==> src/rtl/exc_stack_seq.sv <==
module exc_stack_seq #(
  parameter int NUMW      = 6,
  parameter int PRIW      = 3,
  parameter int AW        = 32,
  parameter int ALIGN_BIT = 9   // must lie above the NUMW number field
) (
  input  logic            clk,
  input  logic            rst_n,
  input  logic            pend_valid,
  input  logic [NUMW-1:0] pend_num,
  input  logic [PRIW-1:0] pend_pri,
  input  logic [PRIW-1:0] cur_pri,
  input  logic [PRIW-1:0] mask_lim,
  input  logic            thread_mode,
  input  logic            align_en,
  input  logic [AW-1:0]   sp_in,
  input  logic [255:0]    ctx_in,
  input  logic            first_exec,
  input  logic            exc_ret,
  output logic            mem_wr,
  output logic            mem_rd,
  output logic [AW-1:0]   mem_addr,
  output logic [31:0]     mem_wdata,
  input  logic [31:0]     mem_rdata,
  input  logic            mem_rdy,
  output logic [AW-1:0]   sp_out,
  output logic            sp_we,
  output logic            vec_req,
  output logic [NUMW-1:0] vec_num,
  output logic [NUMW-1:0] act_num,
  output logic            rest_valid,
  output logic [2:0]      rest_idx,
  output logic [31:0]     rest_data
);
  localparam logic [AW-1:0] FRAME_B = AW'(32);
  localparam logic [AW-1:0] GAP_B   = AW'(4);

  typedef enum logic [1:0] {S_RUN, S_STACK, S_WAIT, S_UNSTACK} st_t;

  st_t             st;
  logic [2:0]      idx;
  logic [AW-1:0]   base;
  logic            gap_q;
  logic            fetch_pend;
  logic [NUMW-1:0] tgt_num;
  logic [PRIW-1:0] tgt_pri;

  wire pass_mask = pend_valid && (pend_pri < mask_lim);
  wire can_enter = pass_mask && (thread_mode || (pend_pri < cur_pri));
  wire beats_tgt = pass_mask &&
                   ((pend_pri < tgt_pri) || ((pend_pri == tgt_pri) && (pend_num < tgt_num)));
  wire gap       = align_en && sp_in[2];
  wire [AW-1:0] entry_base = sp_in - FRAME_B - (gap ? GAP_B : '0);

  assign mem_wr     = (st == S_STACK);
  assign mem_rd     = (st == S_UNSTACK);
  assign mem_addr   = base + (AW'(idx) << 2);
  assign vec_req    = (st == S_WAIT) && fetch_pend;
  assign vec_num    = tgt_num;
  assign rest_valid = mem_rd && mem_rdy;
  assign rest_idx   = idx;
  assign rest_data  = mem_rdata;

  wire step = (mem_wr || mem_rd) && mem_rdy;
  wire last = (idx == 3'd7);

  always_comb begin
    mem_wdata = ctx_in[32*idx +: 32];
    if (last) begin
      mem_wdata[ALIGN_BIT]  = gap_q;
      mem_wdata[NUMW-1:0]   = act_num;
    end
  end

  always_ff @(posedge clk or negedge rst_n) begin
    if (!rst_n) begin
      st         <= S_RUN;
      idx        <= '0;
      base       <= '0;
      gap_q      <= 1'b0;
      fetch_pend <= 1'b0;
      tgt_num    <= '0;
      tgt_pri    <= '0;
      act_num    <= '0;
      sp_out     <= '0;
      sp_we      <= 1'b0;
    end else begin
      sp_we <= 1'b0;
      case (st)
        S_RUN: begin
          if (exc_ret) begin
            if (can_enter) begin
              tgt_num    <= pend_num;
              tgt_pri    <= pend_pri;
              fetch_pend <= 1'b1;
              st         <= S_WAIT;
            end else begin
              base <= sp_in;
              idx  <= '0;
              st   <= S_UNSTACK;
            end
          end else if (can_enter) begin
            tgt_num <= pend_num;
            tgt_pri <= pend_pri;
            base    <= entry_base;
            gap_q   <= gap;
            idx     <= '0;
            st      <= S_STACK;
          end
        end
        S_STACK: begin
          if (beats_tgt) begin
            tgt_num <= pend_num;
            tgt_pri <= pend_pri;
          end
          if (step) begin
            idx <= idx + 3'd1;
            if (last) begin
              st         <= S_WAIT;
              fetch_pend <= 1'b1;
              sp_out     <= base;
              sp_we      <= 1'b1;
            end
          end
        end
        S_WAIT: begin
          if (first_exec) begin
            act_num    <= tgt_num;
            fetch_pend <= 1'b0;
            st         <= S_RUN;
          end else if (beats_tgt) begin
            tgt_num    <= pend_num;
            tgt_pri    <= pend_pri;
            fetch_pend <= 1'b1;
          end else begin
            fetch_pend <= 1'b0;
          end
        end
        default: begin
          if (step) begin
            idx <= idx + 3'd1;
            if (last) begin
              sp_out  <= base + FRAME_B + (mem_rdata[ALIGN_BIT] ? GAP_B : '0);
              sp_we   <= 1'b1;
              act_num <= mem_rdata[NUMW-1:0];
              st      <= S_RUN;
            end
          end
        end
      endcase
    end
  end
endmodule

==> config.mk <==
export PLATFORM = sky130hd
export DESIGN_NAME = exc_stack_seq
export DESIGN_NICKNAME = d
export VERILOG_FILES = /design/src/rtl/exc_stack_seq.sv
export SDC_FILE = /design/constraint.sdc
export NUM_CORES = 1
export LEC_CHECK = 0
export BUFFER_PORTS_ARGS = -buffer_cell sky130_fd_sc_hd__buf_2
export CAP_MARGIN = 30
export CORE_AREA = 3 3 189 191
export DETAILED_ROUTE_END_ITERATION = 6
export DIE_AREA = 0 0 192 194
export SLEW_MARGIN = 10
export SYNTH_ARGS = -nofsm -noshare
export SYNTH_HDL_FRONTEND = slang
export SYNTH_SLANG_ARGS = --single-unit
==> constraint.sdc <==
create_clock -name clk -period 3.8 [get_ports clk]
set_clock_uncertainty 0.05 [all_clocks]
set_input_delay 0.19 -clock clk [delete_from_list [all_inputs] [get_ports clk]]
set_output_delay 0.19 -clock clk [all_outputs]
set_load 0.01 [all_outputs]
After elaboration in Yosys (flattened, before gate mapping). Cells that the tools add are included.

Shift-type cells: 1. Equality and inequality tests: 14. Add/sub/neg operators: 6. Multiplexer cells: 48. Magnitude comparators: 4. Bitwise logic cells: 4. Reductions and logical operators: 29.

Operators with widths (count): $shiftx 256x9->32 (1); $mux 32 (7); $pmux 32 s2 (1); $mux 6 (7); $add 32x3->32 (1); $add 32x5->32 (1); $add 32x6->32 const B (1); $sub 32x3->32 (1); $sub 32x6->32 const B (1); $mux 3 (9); $pmux 6 s3 (1); $mux 2 (7); $pmux 6 s2 (1); $reduce_and 3->1 (4); $mux 1 (11); $ne 2x2->1 const B (5); $lt 3x3->1 (3); $pmux 3 s3 (1); $reduce_bool 3->1 (3); $logic_and 1x1->1 (8); $reduce_and 4->1 (2); $reduce_bool 2->1 (4); $lt 6x6->1 (1); $ne 3x3->1 const B (2); other kinds (15) (23).

Flip-flop bits (word level): 87. Word-level logic and storage cells: 116. Input bits: 343. Output and inout port bits: 148.

Longest topological paths before layout.
Word-level depth: 7. Depth in mapped cells: 11.

Worst setup path after synthesis. No wires, ideal clock.

Kind: register -> output. Start point: reg idx[1], in the netlist rest_idx[1]. End point: out mem_addr[28]. Cell stages (with the launch flop): 10. Path slack: 568 ps. Arrival time: 2992 ps. Path buffers: 2. Cell sequence: dfrtp_1 clkbuf_1 buf_1 inv_1 fa_1 nand2b_1 a211oi_1 nand3_1 nor3_1 xor2_1.

Cells in the longest elaborated chain, start to end: 1.

Ends and longest elaborated chain: from (decl) (RTL line 41) `logic [2:0] idx;`; from (signal assigned) (RTL line 117) `idx <= idx + 3'd1;`; from (signal assigned) (RTL line 141) `idx <= idx + 3'd1;`; $add 32x5->32 (RTL line 57) `assign mem_addr = base + (AW'(idx) << 2);`; to (decl) (RTL line 22) `output logic [AW-1:0] mem_addr,`.

No other way between the ends.

Worst setup path after layout.
Start point: reg idx[0], in the netlist rest_idx[0]. End point: out mem_wdata[22].

Cells in the longest elaborated chain, start to end: 1.

Ends and longest elaborated chain: $shiftx 256x9->32 (RTL line 68) `mem_wdata = ctx_in[32*idx +: 32];`; to (decl) (RTL line 23) `output logic [31:0] mem_wdata,`.

No other way between the ends.

==> out/metrics.cfg <==
[floorplanning]
dieArea_um2 = 37200
fp-row-count = 68
die_x_um = 192
io-pin-count = 491
coreArea_um2 = 34300
initial_core_util = 0.234
die_h_um = 194

[cts]
clockBufferDepth = 2
cts_buffers = 9
path_clk_slew_ns = 0.07
cts_max_level = 3
cts_tree = done
clock-sinks = 87
clk_latency_ns = 0.35
cts_setup_buffers = 0
clockRootBuffer = clkbuf_16

[synthesis]
ys.warnings.count = 0
synth-main-ff-cell = dfrtp_1
synth_edf_count = 0
syn_area_per_cell_um2 = 9.32
ys_async_sr_fraction = 1.00
postSynthCellCount = 862
yosys.area_share.simple = 0.178
synthMuxAreaShare = 0.238
synth_cell_types = 58
synth_top_family_by_area = multiplexers
synth_compound_area_frac = 0.104
yosysSeqAreaShare = 0.271
synthesis.area_um2 = 8040
ys_ff_latch = 87
synth-xor-area-share = 0.0806
synth_fp_nets = 1237
synth_adder_area_share = 0.0507

[pwr]
total_power_mw = 7.25
p_leak_nw = 4.93
p_clk_frac = 0.138
combinationalPowerShare = 0.609
power_frac_seq = 0.253
internal-power_mw = 3.93
vdd_ir_drop_max_mv = 0.285
swShare = 0.458
cellPowerDensity_nw_per_um2 = 671
p_switching_mw = 3.32

[critical_path]
critPathBufInv = 3
start_kind = flip-flop
crit_fanout = 43
critPathKind = reg2out
critPathArrivalTime_ns = 2.96
crit_path_end_kind = output pin
slowest_stage = buf_4
cp_top_family = buffers and inverters
critPathRequiredTime_ns = 3.56
ff2ff_setup_slack_ns = 1.22
path_cells = buf_4, buf_4, mux4_2, mux2_2, buf_2
crit_top_cell = buf_4
slowest_delay_ns = 0.70

[routing]
via_per_inst = 4.81
first_iter_violations = 385
ant_nets = 0
num_vias = 8152
drt_wl_total_um = 35200
drc = 0
avgRoutedWirePerCell_um = 20.8
dr.pass1.iters = 5

[global_routing]
overflow = 0
grt_pass1_vias = 8408
grt_max_degree = 67
grt_usage = 0.181
antenna_found_initial = 10
grt_first_pass_wirelength_um = 51400

[timing]
slew_headroom = 0.408
setup_viol = 0
finalSetupTns_ns = 0
slew_viol_final = 0
rsz0062_at_grt = no
hold_ws_ns = 0.0566
finalCritPeriodShare = 0.843
clock.fmax_mhz = 312
timing.final.crit_period_ns = 3.20
hold_viol_final = 0
worst_slew_pin_slew_ns = 0.888

[finish]
syn2layout_area_growth_pct = 34.6
drive_gt1_frac = 0.468
finalNetCount = 1606

[run_status]
status = finished, final reports clean

[place]
dpl.hpwl_um = 30000
place_congestion = 0.931
port_buffers = 440

[run]
drv_cap = 0

[min_path]
hold_path.class = in2reg

## state kept, by name, summed over array words and instances, names as in the netlist
signal and cells:
sp_out 32, base 32, act_num 6, st 2
gap_q 1, fetch_pend 1, rest_idx 3, vec_num 6
tgt_pri 3, sp_we 1
## worst register-to-register path: cells and delay by family, from the launching register on
kind / cells / cell delay, ns
and+or+nand+nor: 2 / 0.43
adders and majority gates: 1 / 0.25
muxes: 1 / 0.43
buffers and inverters: 3 / 0.95
DFF: 1 / 0.36
## synthesized netlist by cell type, types with 2 or more instances
cell type | instances | area share
nor3_1 | 12 | 0.0075
or4_1 | 2 | 0.0019
a21oi_1 | 51 | 0.032
a21bo_2 | 2 | 0.0025
and2_1 | 6 | 0.0047
ha_1 | 31 | 0.048
buf_2 | 4 | 0.0025
a21o_1 | 2 | 0.0019
nor4_2 | 2 | 0.0031
mux4_2 | 64 | 0.18
xor2_1 | 43 | 0.047
o21ai_0 | 50 | 0.031
a211oi_1 | 5 | 0.0047
buf_4 | 34 | 0.032
nand4b_1 | 2 | 0.0022
mux2_2 | 28 | 0.039
buf_1 | 10 | 0.0047
clkbuf_1 | 51 | 0.024
xnor2_1 | 31 | 0.034
mux2i_1 | 16 | 0.020
nor2_1 | 83 | 0.039
o211ai_1 | 10 | 0.0093
nand4_1 | 27 | 0.021
inv_1 | 30 | 0.014
nand3b_1 | 5 | 0.0047
nor2b_1 | 6 | 0.0047
nand2b_1 | 9 | 0.0070
and3b_1 | 2 | 0.0022
and4_1 | 2 | 0.0022
a31oi_1 | 12 | 0.0093
dfrtp_1 | 87 | 0.27
a221oi_1 | 2 | 0.0022
and3_1 | 6 | 0.0047
or3_1 | 12 | 0.0093
nand3_1 | 30 | 0.019
nand2_1 | 66 | 0.031
nor4_1 | 4 | 0.0031
or2_2 | 3 | 0.0023
## cell type report
class                   count  area (um2)
repair buffers            457        2350
clock inverters             7         113
well taps                 455         569
fillers                  3613       23500
inverters                  30         113
flip-flops and latches     87        2180
diodes                      3        7.51
clock buffers               9         225
multi-input cells         646        5260
## worst paths after layout
check | start | end | cells after the start
min | align_en | gap_q$_DFFE_PN0P_ | 3
min reg2reg | sp_out[8]$_DFFE_PN0P_ | sp_out[8]$_DFFE_PN0P_ | 1
max | rest_idx[0]$_DFFE_PN0P_ | mem_wdata[22] | 5
max in group asynchronous | rst_n | sp_out[10]$_DFFE_PN0P_ | 3
max reg2reg | rest_idx[2]$_DFFE_PN0P_ | sp_out[0]$_DFFE_PN0P_ | 7
min in group asynchronous | rst_n | base[31]$_DFFE_PN0P_ | 2
## kinds of logic after synthesis
family                     count (synthesis)
AOI/OAI and AO/OA                        145
xor gates and xnor gates                  74
muxes                                    108
DFF                                       87
buffers and inverters                    129
adders and majority gates                 32
and+or+nand+nor                          287
## layout by cell type (no fill, tap or decap), drive strengths merged, types with 10 or more instances in the layout
| cell type | netlist | layout |
|---|---|---|
| or3 | 13 | 13 |
| nor2 | 83 | 83 |
| mux4 | 64 | 64 |
| inv | 30 | 33 |
| nand3 | 30 | 30 |
| o21ai | 50 | 50 |
| a31oi | 12 | 12 |
| mux2i | 16 | 16 |
| xor2 | 43 | 43 |
| o211ai | 10 | 10 |
| nor3 | 12 | 12 |
| mux2 | 28 | 28 |
| buf | 48 | 456 |
| dfrtp | 87 | 87 |
| nand2 | 66 | 66 |
| xnor2 | 31 | 31 |
| ha | 31 | 31 |
| nand4 | 27 | 27 |
| a21oi | 51 | 51 |
## stage by stage
step	cells	utilization	instance area [um2]	worst slack [ns]
CTS	1691	0.315	10800	0.519
detailed placement	1674	0.305	10500	0.909
global route	1694	0.315	10800	0.391
floorplan	862	-	8040	0.568
finish	1694	0.315	10800	0.595
global placement	1674	0.305	10500	0.958
## power by group through the flow
stage	combinational (mW)	sequential, mW	clock [mW]
6_report	4.42	1.84	1.00
3_5_place_dp	4.46	1.84	0
2_1_floorplan	3.01	1.63	0
3_3_place_gp	4.40	1.83	0
5_1_grt	4.89	1.91	1.06
4_1_cts	4.48	1.83	1.03
## metal layers
metal	global-route usage	vias to the layer above	wire, um
li1	-	3840	-
met1	0.232	3961	14800
met2	0.288	315	16100
met3	0.0653	32	3570
met4	0.0499	4	726
met5	0	-	27
## repair_timing
item	4_1_cts	5_1_grt
gates resized for setup	0	0
endpoints found under the hold margin	56	0
hold buffers	1	0
No activity file was read; power rests on OpenSTA's default activity.
